`config.mk`:
```
export PLATFORM = sky130hd
export DESIGN_NAME = disp_issue_unit
export DESIGN_NICKNAME = d
export VERILOG_FILES = /design/src/rtl/disp_pkg.sv /design/src/rtl/disp_port_gate.sv /design/src/rtl/disp_exec_pipe.sv /design/src/rtl/disp_issue_unit.sv
export SDC_FILE = /design/constraint.sdc
export NUM_CORES = 1
export LEC_CHECK = 0
export ABC_CLOCK_PERIOD_IN_PS = 2200
export BUFFER_PORTS_ARGS = -buffer_cell sky130_fd_sc_hd__buf_2
export CAP_MARGIN = 20
export CORE_UTILIZATION = 50
export CTS_CLUSTER_SIZE = 25
export DETAILED_ROUTE_END_ITERATION = 6
export PLACE_DENSITY_LB_ADDON = 0.1
export REMOVE_ABC_BUFFERS = 1
export SYNTH_ARGS = -nofsm -noshare
export SYNTH_HDL_FRONTEND = slang
export SYNTH_SLANG_ARGS = --single-unit
```
`constraint.sdc`:
```
create_clock -name clk -period 2.2 [get_ports clk]
set_input_delay 0.44 -clock clk [delete_from_list [all_inputs] [get_ports clk]]
set_output_delay 0.44 -clock clk [all_outputs]
set_load 0.01 [all_outputs]
```
`src/rtl/disp_pkg.sv`:
```
package disp_pkg;

    localparam int NUM_PIPES = 4;

    typedef enum logic [1:0] {
        CLS_FMA  = 2'd0,
        CLS_HALF = 2'd1,
        CLS_MMA  = 2'd2,
        CLS_DBL  = 2'd3
    } cls_e;

endpackage

```
`src/rtl/disp_port_gate.sv`:
```
module disp_port_gate #(
    parameter int GAP = 2
) (
    input  logic clk,
    input  logic rst_n,
    input  logic take,
    output logic free
);
    localparam int CW = $clog2(GAP) + 1;

    typedef struct packed {
        logic [CW-1:0] wait_cnt;
    } gate_t;

    gate_t st_d, st_q;

    always_comb begin
        st_d = st_q;
        if (take) begin
            st_d.wait_cnt = CW'(GAP - 1);
        end else if (st_q.wait_cnt != '0) begin
            st_d.wait_cnt = st_q.wait_cnt - 1'b1;
        end
    end

    always_ff @(posedge clk or negedge rst_n) begin
        if (!rst_n) st_q <= '0;
        else        st_q <= st_d;
    end

    assign free = (st_q.wait_cnt == '0);

    AST_TAKE_WHEN_FREE: assert property (@(posedge clk) disable iff (!rst_n)
        take |-> free);

    generate
        if (GAP > 1) begin : g_gap
            AST_PORT_SPACING: assert property (@(posedge clk) disable iff (!rst_n)
                take |=> !free);
        end
    endgenerate

endmodule

```
`src/rtl/disp_exec_pipe.sv`:
```
module disp_exec_pipe #(
    parameter int LAT   = 4,
    parameter int TAG_W = 6,
    parameter int GAP   = 2
) (
    input  logic             clk,
    input  logic             rst_n,
    input  logic             load,
    input  logic [TAG_W-1:0] load_tag,
    output logic             done,
    output logic [TAG_W-1:0] done_tag
);
    localparam int MAX_FLIGHT = (LAT + GAP - 1) / GAP;

    typedef struct packed {
        logic [LAT-1:0]            vld;
        logic [LAT-1:0][TAG_W-1:0] tag;
    } pipe_t;

    pipe_t st_d, st_q;

    always_comb begin
        st_d = st_q;
        for (int i = 0; i < LAT; i++) begin
            if (i == 0) begin
                st_d.vld[0] = load;
                st_d.tag[0] = load_tag;
            end else begin
                st_d.vld[i] = st_q.vld[i-1];
                st_d.tag[i] = st_q.tag[i-1];
            end
        end
    end

    always_ff @(posedge clk or negedge rst_n) begin
        if (!rst_n) st_q <= '0;
        else        st_q <= st_d;
    end

    assign done     = st_q.vld[LAT-1];
    assign done_tag = st_q.tag[LAT-1];

    AST_INFLIGHT_BOUND: assert property (@(posedge clk) disable iff (!rst_n)
        $countones(st_q.vld) <= MAX_FLIGHT);

endmodule

```
`src/rtl/disp_issue_unit.sv`:
```
module disp_issue_unit
    import disp_pkg::*;
#(
    parameter int TAG_W    = 6,
    parameter int CNT_W    = 16,
    parameter int GAP      = 2,
    parameter int LAT_FMA  = 4,
    parameter int LAT_HALF = 4,
    parameter int LAT_MMA  = 8,
    parameter int LAT_DBL  = 4
) (
    input  logic                       clk,
    input  logic                       rst_n,
    input  logic                       in_valid,
    input  logic [1:0]                 in_cls,
    output logic                       in_ready,
    output logic [NUM_PIPES-1:0]       done_vld,
    output logic [NUM_PIPES*TAG_W-1:0] done_tag,
    output logic [NUM_PIPES*CNT_W-1:0] issue_cnt,
    output logic [CNT_W-1:0]           cycle_cnt
);
    localparam int LATS [NUM_PIPES] = '{LAT_FMA, LAT_HALF, LAT_MMA, LAT_DBL};

    typedef struct packed {
        logic [TAG_W-1:0]                seq;
        logic [NUM_PIPES-1:0][CNT_W-1:0] icnt;
        logic [CNT_W-1:0]                cyc;
    } top_t;

    top_t st_d, st_q;

    cls_e                 cls;
    logic                 fma_free, shr_free;
    logic                 accept;
    logic [NUM_PIPES-1:0] dispatch;

    assign cls      = cls_e'(in_cls);
    assign in_ready = (cls == CLS_FMA) ? fma_free : shr_free;
    assign accept   = in_valid & in_ready;

    generate
        for (genvar p = 0; p < NUM_PIPES; p++) begin : g_pipe
            assign dispatch[p] = accept && (in_cls == p[1:0]);

            disp_exec_pipe #(
                .LAT   (LATS[p]),
                .TAG_W (TAG_W),
                .GAP   (GAP)
            ) u_pipe (
                .clk      (clk),
                .rst_n    (rst_n),
                .load     (dispatch[p]),
                .load_tag (st_q.seq),
                .done     (done_vld[p]),
                .done_tag (done_tag[p*TAG_W +: TAG_W])
            );

            assign issue_cnt[p*CNT_W +: CNT_W] = st_q.icnt[p];

            AST_DONE_AFTER_ISSUE: assert property (@(posedge clk) disable iff (!rst_n)
                done_vld[p] |-> (st_q.icnt[p] != '0));
        end
    endgenerate

    disp_port_gate #(.GAP(GAP)) u_gate_fma (
        .clk   (clk),
        .rst_n (rst_n),
        .take  (dispatch[CLS_FMA]),
        .free  (fma_free)
    );

    disp_port_gate #(.GAP(GAP)) u_gate_shared (
        .clk   (clk),
        .rst_n (rst_n),
        .take  (dispatch[CLS_HALF] | dispatch[CLS_MMA] | dispatch[CLS_DBL]),
        .free  (shr_free)
    );

    always_comb begin
        st_d     = st_q;
        st_d.cyc = st_q.cyc + 1'b1;
        if (accept) begin
            st_d.seq = st_q.seq + 1'b1;
        end
        for (int p = 0; p < NUM_PIPES; p++) begin
            if (dispatch[p]) st_d.icnt[p] = st_q.icnt[p] + 1'b1;
        end
    end

    always_ff @(posedge clk or negedge rst_n) begin
        if (!rst_n) st_q <= '0;
        else        st_q <= st_d;
    end

    assign cycle_cnt = st_q.cyc;

    AST_ONE_DISPATCH: assert property (@(posedge clk) disable iff (!rst_n)
        $onehot0(dispatch));

    AST_IDLE_NO_DISPATCH: assert property (@(posedge clk) disable iff (!rst_n)
        !in_valid |-> (dispatch == '0));

endmodule

```
==> results of run 1 <==
-- where the power goes --
group          internal, uW  switching, uW  leakage (uW)  total [uW]
clock                  1610           1180      0.000280        2790
sequential             3450            318       0.00209        3770
combinational           466            570       0.00130        1040
total                  5530           2060       0.00367        7590
-- flip-flops by register name, summed over array words and instances (netlist names) --
signal	count
cycle_cnt	16
g_pipe.u_pipe.done	4
g_pipe.u_pipe.done_tag	12
g_pipe.u_pipe.st_d	52
issue_cnt	64
st_q	6
u_gate_fma.st_q	2
u_gate_shared.st_q	2
-- synth_stat cells (2+ instances only) --
library cell	instances	share of area
buf_4	22	0.028
nor2_1	18	0.012
nor4_2	3	0.0065
ha_1	8	0.017
and3_1	11	0.012
xnor2_1	61	0.092
buf_2	2	0.0017
and4_1	4	0.0060
nand3_1	34	0.029
mux2_2	2	0.0039
nand2_1	40	0.026
and2_1	2	0.0022
nand4_1	15	0.016
xor2_1	19	0.029
nor3_1	5	0.0043
dfrtp_1	158	0.68
inv_1	14	0.0091
-- worst max-delay path, cell delays in order, from the launching register on --
cell and delay (ns):
dfrtp_1 0.38, inv_1 0.09, ha_4 0.16, or3b_4 0.39, nand2_2 0.08, buf_2 0.13
-- metal layers --
| metal | part of all wire | routed length [um] | vias up |
|---|---|---|---|
| li1 | - | - | 1654 |
| met1 | 0.48 | 4551 | 1727 |
| met2 | 0.46 | 4381 | 89 |
| met3 | 0.048 | 463 | 15 |
| met4 | 0.018 | 175 | 0 |
| met5 | 0 | 0 | - |
-- cells by family (layout without fill, tap and decap cells) --
| group | after synthesis | count (layout) | synth area share |
|---|---|---|---|
| xor gates and xnor gates | 80 | 80 | 0.1208 |
| AOI/OAI and AO/OA | 4 | 4 | 0.004312 |
| and+or+nand+nor | 142 | 142 | 0.1298 |
| adders and majority gates | 8 | 8 | 0.01725 |
| buffers and inverters | 40 | 167 | 0.04076 |
| muxes | 3 | 3 | 0.005607 |
| DFF | 158 | 158 | 0.6815 |
-- final cells by class --
type                    instances  area, sq um
multi-input cells             237         1632
fillers                       864         4033
clock inverters                13        130.1
inverters                      14        52.55
well taps                     140        175.2
clock buffers                  19        442.9
repair buffers                121        659.4
flip-flops and latches        158         3954
-- worst max-delay path by stage --
| stage | from | slack (ns) | end | cells after the start |
|---|---|---|---|---|
| 2_1_floorplan | u_gate_fma.st_q[0] | 0.35 | st_q[81] | 5 |
| 3_3_place_gp | u_gate_shared.st_q[0] | 0.28 | issue_cnt[47] | 6 |
| 3_5_place_dp | u_gate_shared.st_q[0] | 0.18 | issue_cnt[31] | 6 |
| 4_1_cts | u_gate_fma.st_q[1] | 0.008 | in_ready | 5 |
| 5_1_grt | u_gate_shared.st_q[0] | 0.03 | in_ready | 5 |
| 6_report | u_gate_fma.st_q[1] | 0.13 | in_ready | 5 |
-- stage by stage --
step           setup WS, ns  utilization
6_report             0.1278       0.6360
5_1_grt             0.02946       0.6360
4_1_cts            0.007767       0.6355
3_5_place_dp         0.1807       0.5809
3_3_place_gp         0.2849       0.5809
2_1_floorplan        0.3499            -
-- timing repair --
item                                    in CTS  in global routing
endpoints found under the setup margin       1                  3
buffers inserted                             1                  0
endpoints found under the hold margin       39                  0
hold buffers                                 1                  0
resized for setup                            4                  2
==> impl_metrics.env, run 1 <==
export IMPL_outcome="finished clean"
export IMPL_fp_dieW_um=109.7
export IMPL_final_area_sq_mm=0.007046
export IMPL_whs_ns=0.3417
export IMPL_instances_no_fill=702
export IMPL_diodes=0
export IMPL_hold_class="reg2reg"
export IMPL_cts_sinks=158
export IMPL_cts_tree="built"
export IMPL_postRouteWirelength_mm=9.570
export IMPL_grt_usage=0.1792
export IMPL_irDropWorstVdd_uv=813.6
export IMPL_critical_path_endpoint_type="primary output"
export IMPL_clock_skew_ns=0.006392
export IMPL_port_buffers=113
export IMPL_postRouteAntennaNets=0
export IMPL_synthCells=435
export IMPL_holdPathEnd="g_pipe[3].u_pipe.st_d[12]"
export IMPL_maxSlewViolCount=0
export IMPL_ys_flop_type="dfrtp_1"
export IMPL_rsz0062_at_grt="false"
export IMPL_cp_start_kind="register"
export IMPL_firstDrtPassIters=4
export IMPL_grt_ovfl_total=0
export IMPL_grt_pass1_vias=3384
export IMPL_numPlacedInstances=668
export IMPL_numCtsBuffers=17
export IMPL_io_pins=114
export IMPL_drv_cap=0
export IMPL_cts_buffer_depth=2
export IMPL_htreeDepth=4
export IMPL_grt_pass1_wl_mm=16.06
export IMPL_reg2reg_to="issue_cnt[60]"
export IMPL_wl_per_cell_um=13.63
export IMPL_use_met1=0.2381
export IMPL_leakage_uw=0.003672
export IMPL_yosysWarnings=0
export IMPL_final_cell_mix="dfrtp_1 (158), buf_2 (112), xnor2_1 (61)"
export IMPL_vias=3485
export IMPL_period_share=0.9419
export IMPL_grt_antenna_before_repair=0
export IMPL_synth_area_sq_mm=0.005802
export IMPL_synthDistinctLibCells=34
export IMPL_clk_insertion_delay_late_ns=0.42
export IMPL_core_area_sq_mm=0.01108
export IMPL_r2r_start="u_gate_shared.st_q[0]"
export IMPL_total_power_uw=7592
export IMPL_synth_edf_count=0
export IMPL_final_common_cell="dfrtp_1"
export IMPL_reg2reg_slack_ns=0.25
export IMPL_grt_max_degree=46
export IMPL_via_per_inst=4.964
export IMPL_use_met3=0.04979
export IMPL_path_max_fanout=5
export IMPL_place_hpwl_mm=6.470
export IMPL_holdCritStartpoint="g_pipe[3].u_pipe.st_d[6]"
export IMPL_root_buffer="clkbuf_16"
export IMPL_place_congestion=0.7715
export IMPL_maxSlewHeadroom=0.6277
export IMPL_drive_above_1_share=0.2954
export IMPL_grtUsageMet2=0.2722
export IMPL_holdPathStages=0
export IMPL_die_h_um=109.7
export IMPL_arrival_ns=1.63
export IMPL_max_freq_ghz=0.4826
export IMPL_synthArstFlopShare=1.000
export IMPL_max_slew_worst_pin_slew_ns=0.5542
export IMPL_crit_type="reg2out"
export IMPL_ff2ff_path_depth=6
export IMPL_fin_setup_tns_ns=0
export IMPL_ys_ff_latch=158
export IMPL_synth_seq_area_share=0.6815
export IMPL_hold_violations=0
export IMPL_dr_first_iter_drc_count=216
export IMPL_period_needed_ns=2.072
export IMPL_path_clk_slew_ns=0.06
export IMPL_syn_avg_cell_area_sq_um=13.34
export IMPL_drc=0
export IMPL_area_growth_pct=21.44
export IMPL_post_dp_cell_area_sq_mm=0.006435
export IMPL_worstPathRequired_ns=1.76
export IMPL_nets=562
export IMPL_rows=38
export IMPL_dieArea_sq_mm=0.01204
export IMPL_initial_utilization=0.5237
export IMPL_p_per_area_mw_per_mm2=1078
export IMPL_finalSetupViolations=0
export IMPL_top_usage_layer="met2"
Power figures use the tool's default switching activity.
==> inputs of run 2 (changes only) <==
CELL_PAD_IN_SITES_DETAIL_PLACEMENT = 0   (was unset)
CELL_PAD_IN_SITES_GLOBAL_PLACEMENT = 1   (was unset)
CORE_UTILIZATION = 44   (was 50)
==> impl_metrics.env, run 2 (synthesis gave the netlist of run 1 again) <==
export IMPL_outcome="finished clean"
export IMPL_grt_ovfl_total=0
export IMPL_initial_utilization=0.4560
export IMPL_period_share=0.9375
export IMPL_core_area_sq_mm=0.01272
export IMPL_grt_antenna_before_repair=0
export IMPL_hold_class="reg2reg"
export IMPL_path_max_fanout=5
export IMPL_clock_skew_ns=0.007765
export IMPL_dieArea_sq_mm=0.01365
export IMPL_wl_per_cell_um=12.79
export IMPL_max_slew_worst_pin_slew_ns=0.5020
export IMPL_io_pins=114
export IMPL_port_buffers=113
export IMPL_rsz0062_at_grt="false"
export IMPL_dr_first_iter_drc_count=161
export IMPL_reg2reg_slack_ns=0.22
export IMPL_fin_setup_tns_ns=0
export IMPL_fin_ws_ns=0.1374
export IMPL_cts_tree="built"
export IMPL_leakage_uw=0.003673
export IMPL_area_growth_pct=22.19
export IMPL_die_h_um=116.8
export IMPL_cts_sinks=158
export IMPL_final_cell_mix="dfrtp_1 (158), buf_2 (111), xnor2_1 (61)"
export IMPL_grt_max_degree=50
export IMPL_maxSlewViolCount=0
export IMPL_dp_worst_setup_slack_ns=0.1399
export IMPL_arrival_ns=1.62
export IMPL_maxSlewHeadroom=0.6628
export IMPL_grt_usage=0.1482
export IMPL_max_freq_ghz=0.4848
export IMPL_drv_cap=0
export IMPL_grt_pass1_wl_mm=15.30
export IMPL_crit_type="reg2out"
export IMPL_hold_violations=0
export IMPL_htreeDepth=4
export IMPL_fillCellCount=1113
export IMPL_drc=0
export IMPL_p_per_area_mw_per_mm2=1076
export IMPL_period_needed_ns=2.063
export IMPL_worstPathRequired_ns=1.76
export IMPL_drive_above_1_share=0.2946
export IMPL_rows=41
export IMPL_clk_insertion_delay_late_ns=0.42
export IMPL_final_area_sq_mm=0.007089
export IMPL_post_dp_cell_area_sq_mm=0.006467
export IMPL_firstDrtPassIters=5
export IMPL_place_hpwl_mm=6.378
export IMPL_path_clk_slew_ns=0.07
export IMPL_critical_path_endpoint_type="primary output"
export IMPL_postRouteWirelength_mm=9.365
export IMPL_grt_pass1_vias=3193
export IMPL_numCtsBuffers=17
export IMPL_seqCellArea_sq_mm=0.003954
export IMPL_via_per_inst=4.667
export IMPL_finalSetupViolations=0
export IMPL_whs_ns=0.3471
export IMPL_fp_dieW_um=116.8
export IMPL_diodes=0
export IMPL_postRouteAntennaNets=0
export IMPL_multi_input_area_sq_mm=0.001632
export IMPL_irDropWorstVdd_uv=454.5
export IMPL_final_common_cell="dfrtp_1"
export IMPL_largest_register_ffs=64
export IMPL_nets=560
export IMPL_postCtsSetupBuffers=0
export IMPL_place_congestion=0.7011
export IMPL_vias=3416
export IMPL_root_buffer="clkbuf_16"
export IMPL_cp_start_kind="register"
export IMPL_total_power_uw=7630
export IMPL_cts_buffer_depth=2
[run 2: changes by cell type in the layout (fill, tap and decap cells not counted), sizes merged]
cell    before  now
buf        120  118
inv         20   22
clkbuf      19   18
clkinv       5    4
[run 2: stage by stage]
stage / std cells / util
finish: 732 / 0.5572
CTS: 732 / 0.5566
global route: 732 / 0.5572
detailed placement: 699 / 0.5084
global placement: 699 / 0.5084
floorplan: 409 / -
[run 2: cell type report]
| type | count | share of cell area |
|---|---|---|
| multi-input combinational | 237 | 0.2301 |
| tap | 172 | 0.03036 |
| timing repair buffer | 119 | 0.09178 |
| clock inverter | 14 | 0.02065 |
| inverter | 14 | 0.007413 |
| clock buffer | 18 | 0.06195 |
| sequential | 158 | 0.5577 |
[run 2: critical path, cell delays in order (launching register included)]
cell and delay (ns):
dfrtp_1 0.40, inv_2 0.08, ha_4 0.16, or3b_4 0.39
nand2_2 0.08, buf_6 0.10
[run 2: timing repair]
item	in CTS	in global routing
hold buffers	1	0
endpoints found under the setup margin	1	4
gates resized for setup	4	3
hold endpoints to repair	43	0
[run 2: worst paths after layout]
| check | startpoint | endpoint | cells past startpoint |
|---|---|---|---|
| min | g_pipe[3].u_pipe.st_d[8] | g_pipe[3].u_pipe.st_d[14] | 0 |
| max | u_gate_fma.st_q[0] | in_ready | 5 |
| max in group asynchronous | rst_n | st_q[80] | 3 |
| max reg2reg | u_gate_shared.st_q[0] | issue_cnt[29] | 6 |
| min reg2reg | g_pipe[3].u_pipe.st_d[8] | g_pipe[3].u_pipe.st_d[14] | 0 |
| min in group asynchronous | rst_n | g_pipe[2].u_pipe.st_d[39] | 2 |
[run 2: per-layer routing]
metal / wire length [um] / part of all wire / track usage
met2: 4222 / 0.45 / 0.2122
met5: 0 / 0 / 0
met4: 138 / 0.015 / 0.07089
met1: 4387 / 0.47 / 0.2000
met3: 617 / 0.066 / 0.05510
[run 2: where the power goes]
part           internal [uW]  total, uW  switching, uW
Clock                   1630       2850           1220
Sequential              3450       3770            320
Combinational            462       1010            553
Total                   5540       7630           2090
==> inputs of run 3 (changes only) <==
ABC_AREA = 1   (was unset)
CORE_UTILIZATION = 43   (was 44)
==> impl_metrics.env, run 3 <==
export IMPL_outcome="finished clean"
export IMPL_grt_antenna_before_repair=1
export IMPL_area_growth_pct=17.56
export IMPL_synth_most_common_cell="nand2_1"
export IMPL_diodes=0
export IMPL_rsz0062_at_grt="false"
export IMPL_fin_setup_tns_ns=0
export IMPL_place_congestion=0.7969
export IMPL_wl_per_cell_um=12.15
export IMPL_cts_buffer_depth=2
export IMPL_dieArea_sq_mm=0.01658
export IMPL_r2r_start="u_gate_shared.st_q[0]"
export IMPL_cts_tree="built"
export IMPL_nets=885
export IMPL_leakage_uw=0.004211
export IMPL_synthArstFlopShare=1.000
export IMPL_finalSetupViolations=0
export IMPL_fin_ws_ns=0.1939
export IMPL_dp_worst_setup_slack_ns=0.2961
export IMPL_clock_skew_ns=0.008808
export IMPL_period_share=0.9118
export IMPL_cts_sinks=158
export IMPL_maxSlewHeadroom=0.6843
export IMPL_synth_seq_area_share=0.5720
export IMPL_dr_first_iter_drc_count=220
export IMPL_critical_path_endpoint_type="primary output"
export IMPL_die_h_um=128.8
export IMPL_grt_max_degree=69
export IMPL_holdPathEnd="g_pipe[3].u_pipe.done_tag[3]"
export IMPL_largest_register_ffs=64
export IMPL_core_area_sq_mm=0.01543
export IMPL_numCtsBuffers=17
export IMPL_holdCritStartpoint="g_pipe[2].u_pipe.st_d[21]"
export IMPL_root_buffer="clkbuf_16"
export IMPL_path_clk_slew_ns=0.06
export IMPL_synth_top_cells_by_area="dfrtp_1 (57%), nand2_1 (14%), xor2_1 (4.6%)"
export IMPL_firstDrtPassIters=4
export IMPL_synth_area_sq_mm=0.006912
export IMPL_crit_type="reg2out"
export IMPL_htreeDepth=4
export IMPL_ys_flop_type="dfrtp_1"
export IMPL_fp_dieW_um=128.8
export IMPL_p_per_area_mw_per_mm2=1141
export IMPL_reg2reg_slack_ns=0.37
export IMPL_yosysTopAreaCellShare=0.5720
export IMPL_worstPathRequired_ns=1.76
export IMPL_vias=5108
export IMPL_drv_cap=0
export IMPL_hold_violations=0
export IMPL_grt_usage=0.1732
export IMPL_final_common_cell="nand2_1"
export IMPL_path_max_fanout=4
export IMPL_final_cell_mix="nand2_1 (256), dfrtp_1 (158), buf_2 (112)"
export IMPL_clk_insertion_delay_late_ns=0.42
export IMPL_synth_largest_area_cell="dfrtp_1"
export IMPL_syn_avg_cell_area_sq_um=9.035
export IMPL_cp_start_kind="register"
export IMPL_drive_above_1_share=0.1776
export IMPL_postCtsSetupBuffers=0
export IMPL_ys_ff_latch=158
export IMPL_irDropWorstVdd_uv=606.9
export IMPL_rows=45
export IMPL_max_freq_ghz=0.4985
export IMPL_grt_pass1_wl_mm=22.38
export IMPL_postRouteWirelength_mm=13.31
export IMPL_drc=0
export IMPL_grt_ovfl_total=0
export IMPL_fillCellCount=1457
export IMPL_period_needed_ns=2.006
export IMPL_initial_utilization=0.4480
export IMPL_yosysWarnings=0
export IMPL_ff2ff_path_depth=9
export IMPL_max_slew_worst_pin_slew_ns=0.4718
export IMPL_holdPathStages=0
export IMPL_io_pins=114
export IMPL_synth_commonest_cells="nand2_1 (256), dfrtp_1 (158), inv_1 (77), nor2_1 (68), nand3_1 (37)"
export IMPL_hold_class="reg2reg"
export IMPL_via_per_inst=4.665
export IMPL_postRouteAntennaNets=0
export IMPL_arrival_ns=1.57
export IMPL_synthCells=765
export IMPL_port_buffers=113
export IMPL_reg2reg_to="issue_cnt[17]"
export IMPL_place_hpwl_mm=9.348
export IMPL_maxSlewViolCount=0
export IMPL_grt_pass1_vias=4792
export IMPL_synth_edf_count=0
export IMPL_synthDistinctLibCells=26
export IMPL_cts_resized=0
## run 3: cell types whose count changed in the layout (fill, tap and decap cells not counted), sizes merged, moves of 3 or more
cell | previous run | this run
and3 | 11 | 0
and4 | 4 | 0
inv | 22 | 83
nand2 | 40 | 258
nand3 | 34 | 37
nand4 | 16 | 23
nor2 | 18 | 73
nor3 | 6 | 9
nor4 | 4 | 0
o21ai | 1 | 37
xnor2 | 61 | 11
xor2 | 19 | 36
## run 3: final cells by class
cell class	count	area [sq um]	area share
clock inverters	11	108.9	0.01340
well taps	211	264.0	0.03249
flip-flops and latches	158	3954	0.4866
inverters	79	296.5	0.03650
clock buffers	20	436.7	0.05374
multi-input cells	497	2421	0.2980
repair buffers	119	644.4	0.07930
## run 3: critical path: stages, from the launching register on
cell,delay (ns)
dfrtp_1,0.38
inv_1,0.08
ha_1,0.16
inv_1,0.10
o21ai_4,0.24
buf_2,0.19
## run 3: where the power goes
group          switching [uW]  internal [uW]
Sequential                672           3680
Combinational            1300            881
Clock                    1180           1560
Total                    3150           6120
## run 3: stage by stage
stage | util | std cells | total power (uW) | hold WS [ns] | instance area (sq um)
after floorplan | - | 734 | 5616 | 0.1444 | 6671
after global placement | 0.4907 | 1063 | 6525 | 0.3319 | 7570
after detailed placement | 0.4907 | 1063 | 6618 | 0.3347 | 7570
after CTS | 0.5267 | 1095 | 9414 | 0.3450 | 8125
after global routing | 0.5267 | 1095 | 9924 | 0.3423 | 8125
final | 0.5267 | 1095 | 9272 | 0.3411 | 8125
## run 3: worst max-delay path by stage
stage | cells past startpoint | end | slack [ns] | startpoint
2_1_floorplan | 9 | issue_cnt[41] | 0.58 | u_gate_shared.st_q[0]
4_1_cts | 5 | in_ready | 0.16 | u_gate_shared.st_q[0]
3_5_place_dp | 9 | issue_cnt[21] | 0.30 | in_cls[1]
6_report | 5 | in_ready | 0.19 | u_gate_shared.st_q[0]
3_3_place_gp | 9 | issue_cnt[31] | 0.39 | in_cls[1]
5_1_grt | 5 | in_ready | 0.06 | u_gate_shared.st_q[0]
## run 3: cell families (layout without fill, tap and decap cells)
group | count (synthesis) | in the layout | synth area share
flip-flops | 158 | 158 | 0.5720
AND/OR/NAND/NOR | 403 | 403 | 0.2462
AO/OA/AOI/OAI | 39 | 39 | 0.03005
buffers and inverters | 110 | 229 | 0.07766
XOR/XNOR | 47 | 47 | 0.05956
adder cells (fa/ha/maj) | 8 | 8 | 0.01448
## run 3: routing by layer
metal  up-vias  routed length (um)  GRT usage
li1       2586                   -          -
met1      2394                6229     0.2219
met2       103                6311     0.2830
met3        23                 551    0.04491
met4         2                 203    0.06505
met5         -                  13          0
## run 3: what timing repair did
item / CTS / global route
setup endpoints to repair: 0 / 0
hold buffers: 1 / 0
endpoints found under the hold margin: 45 / 0
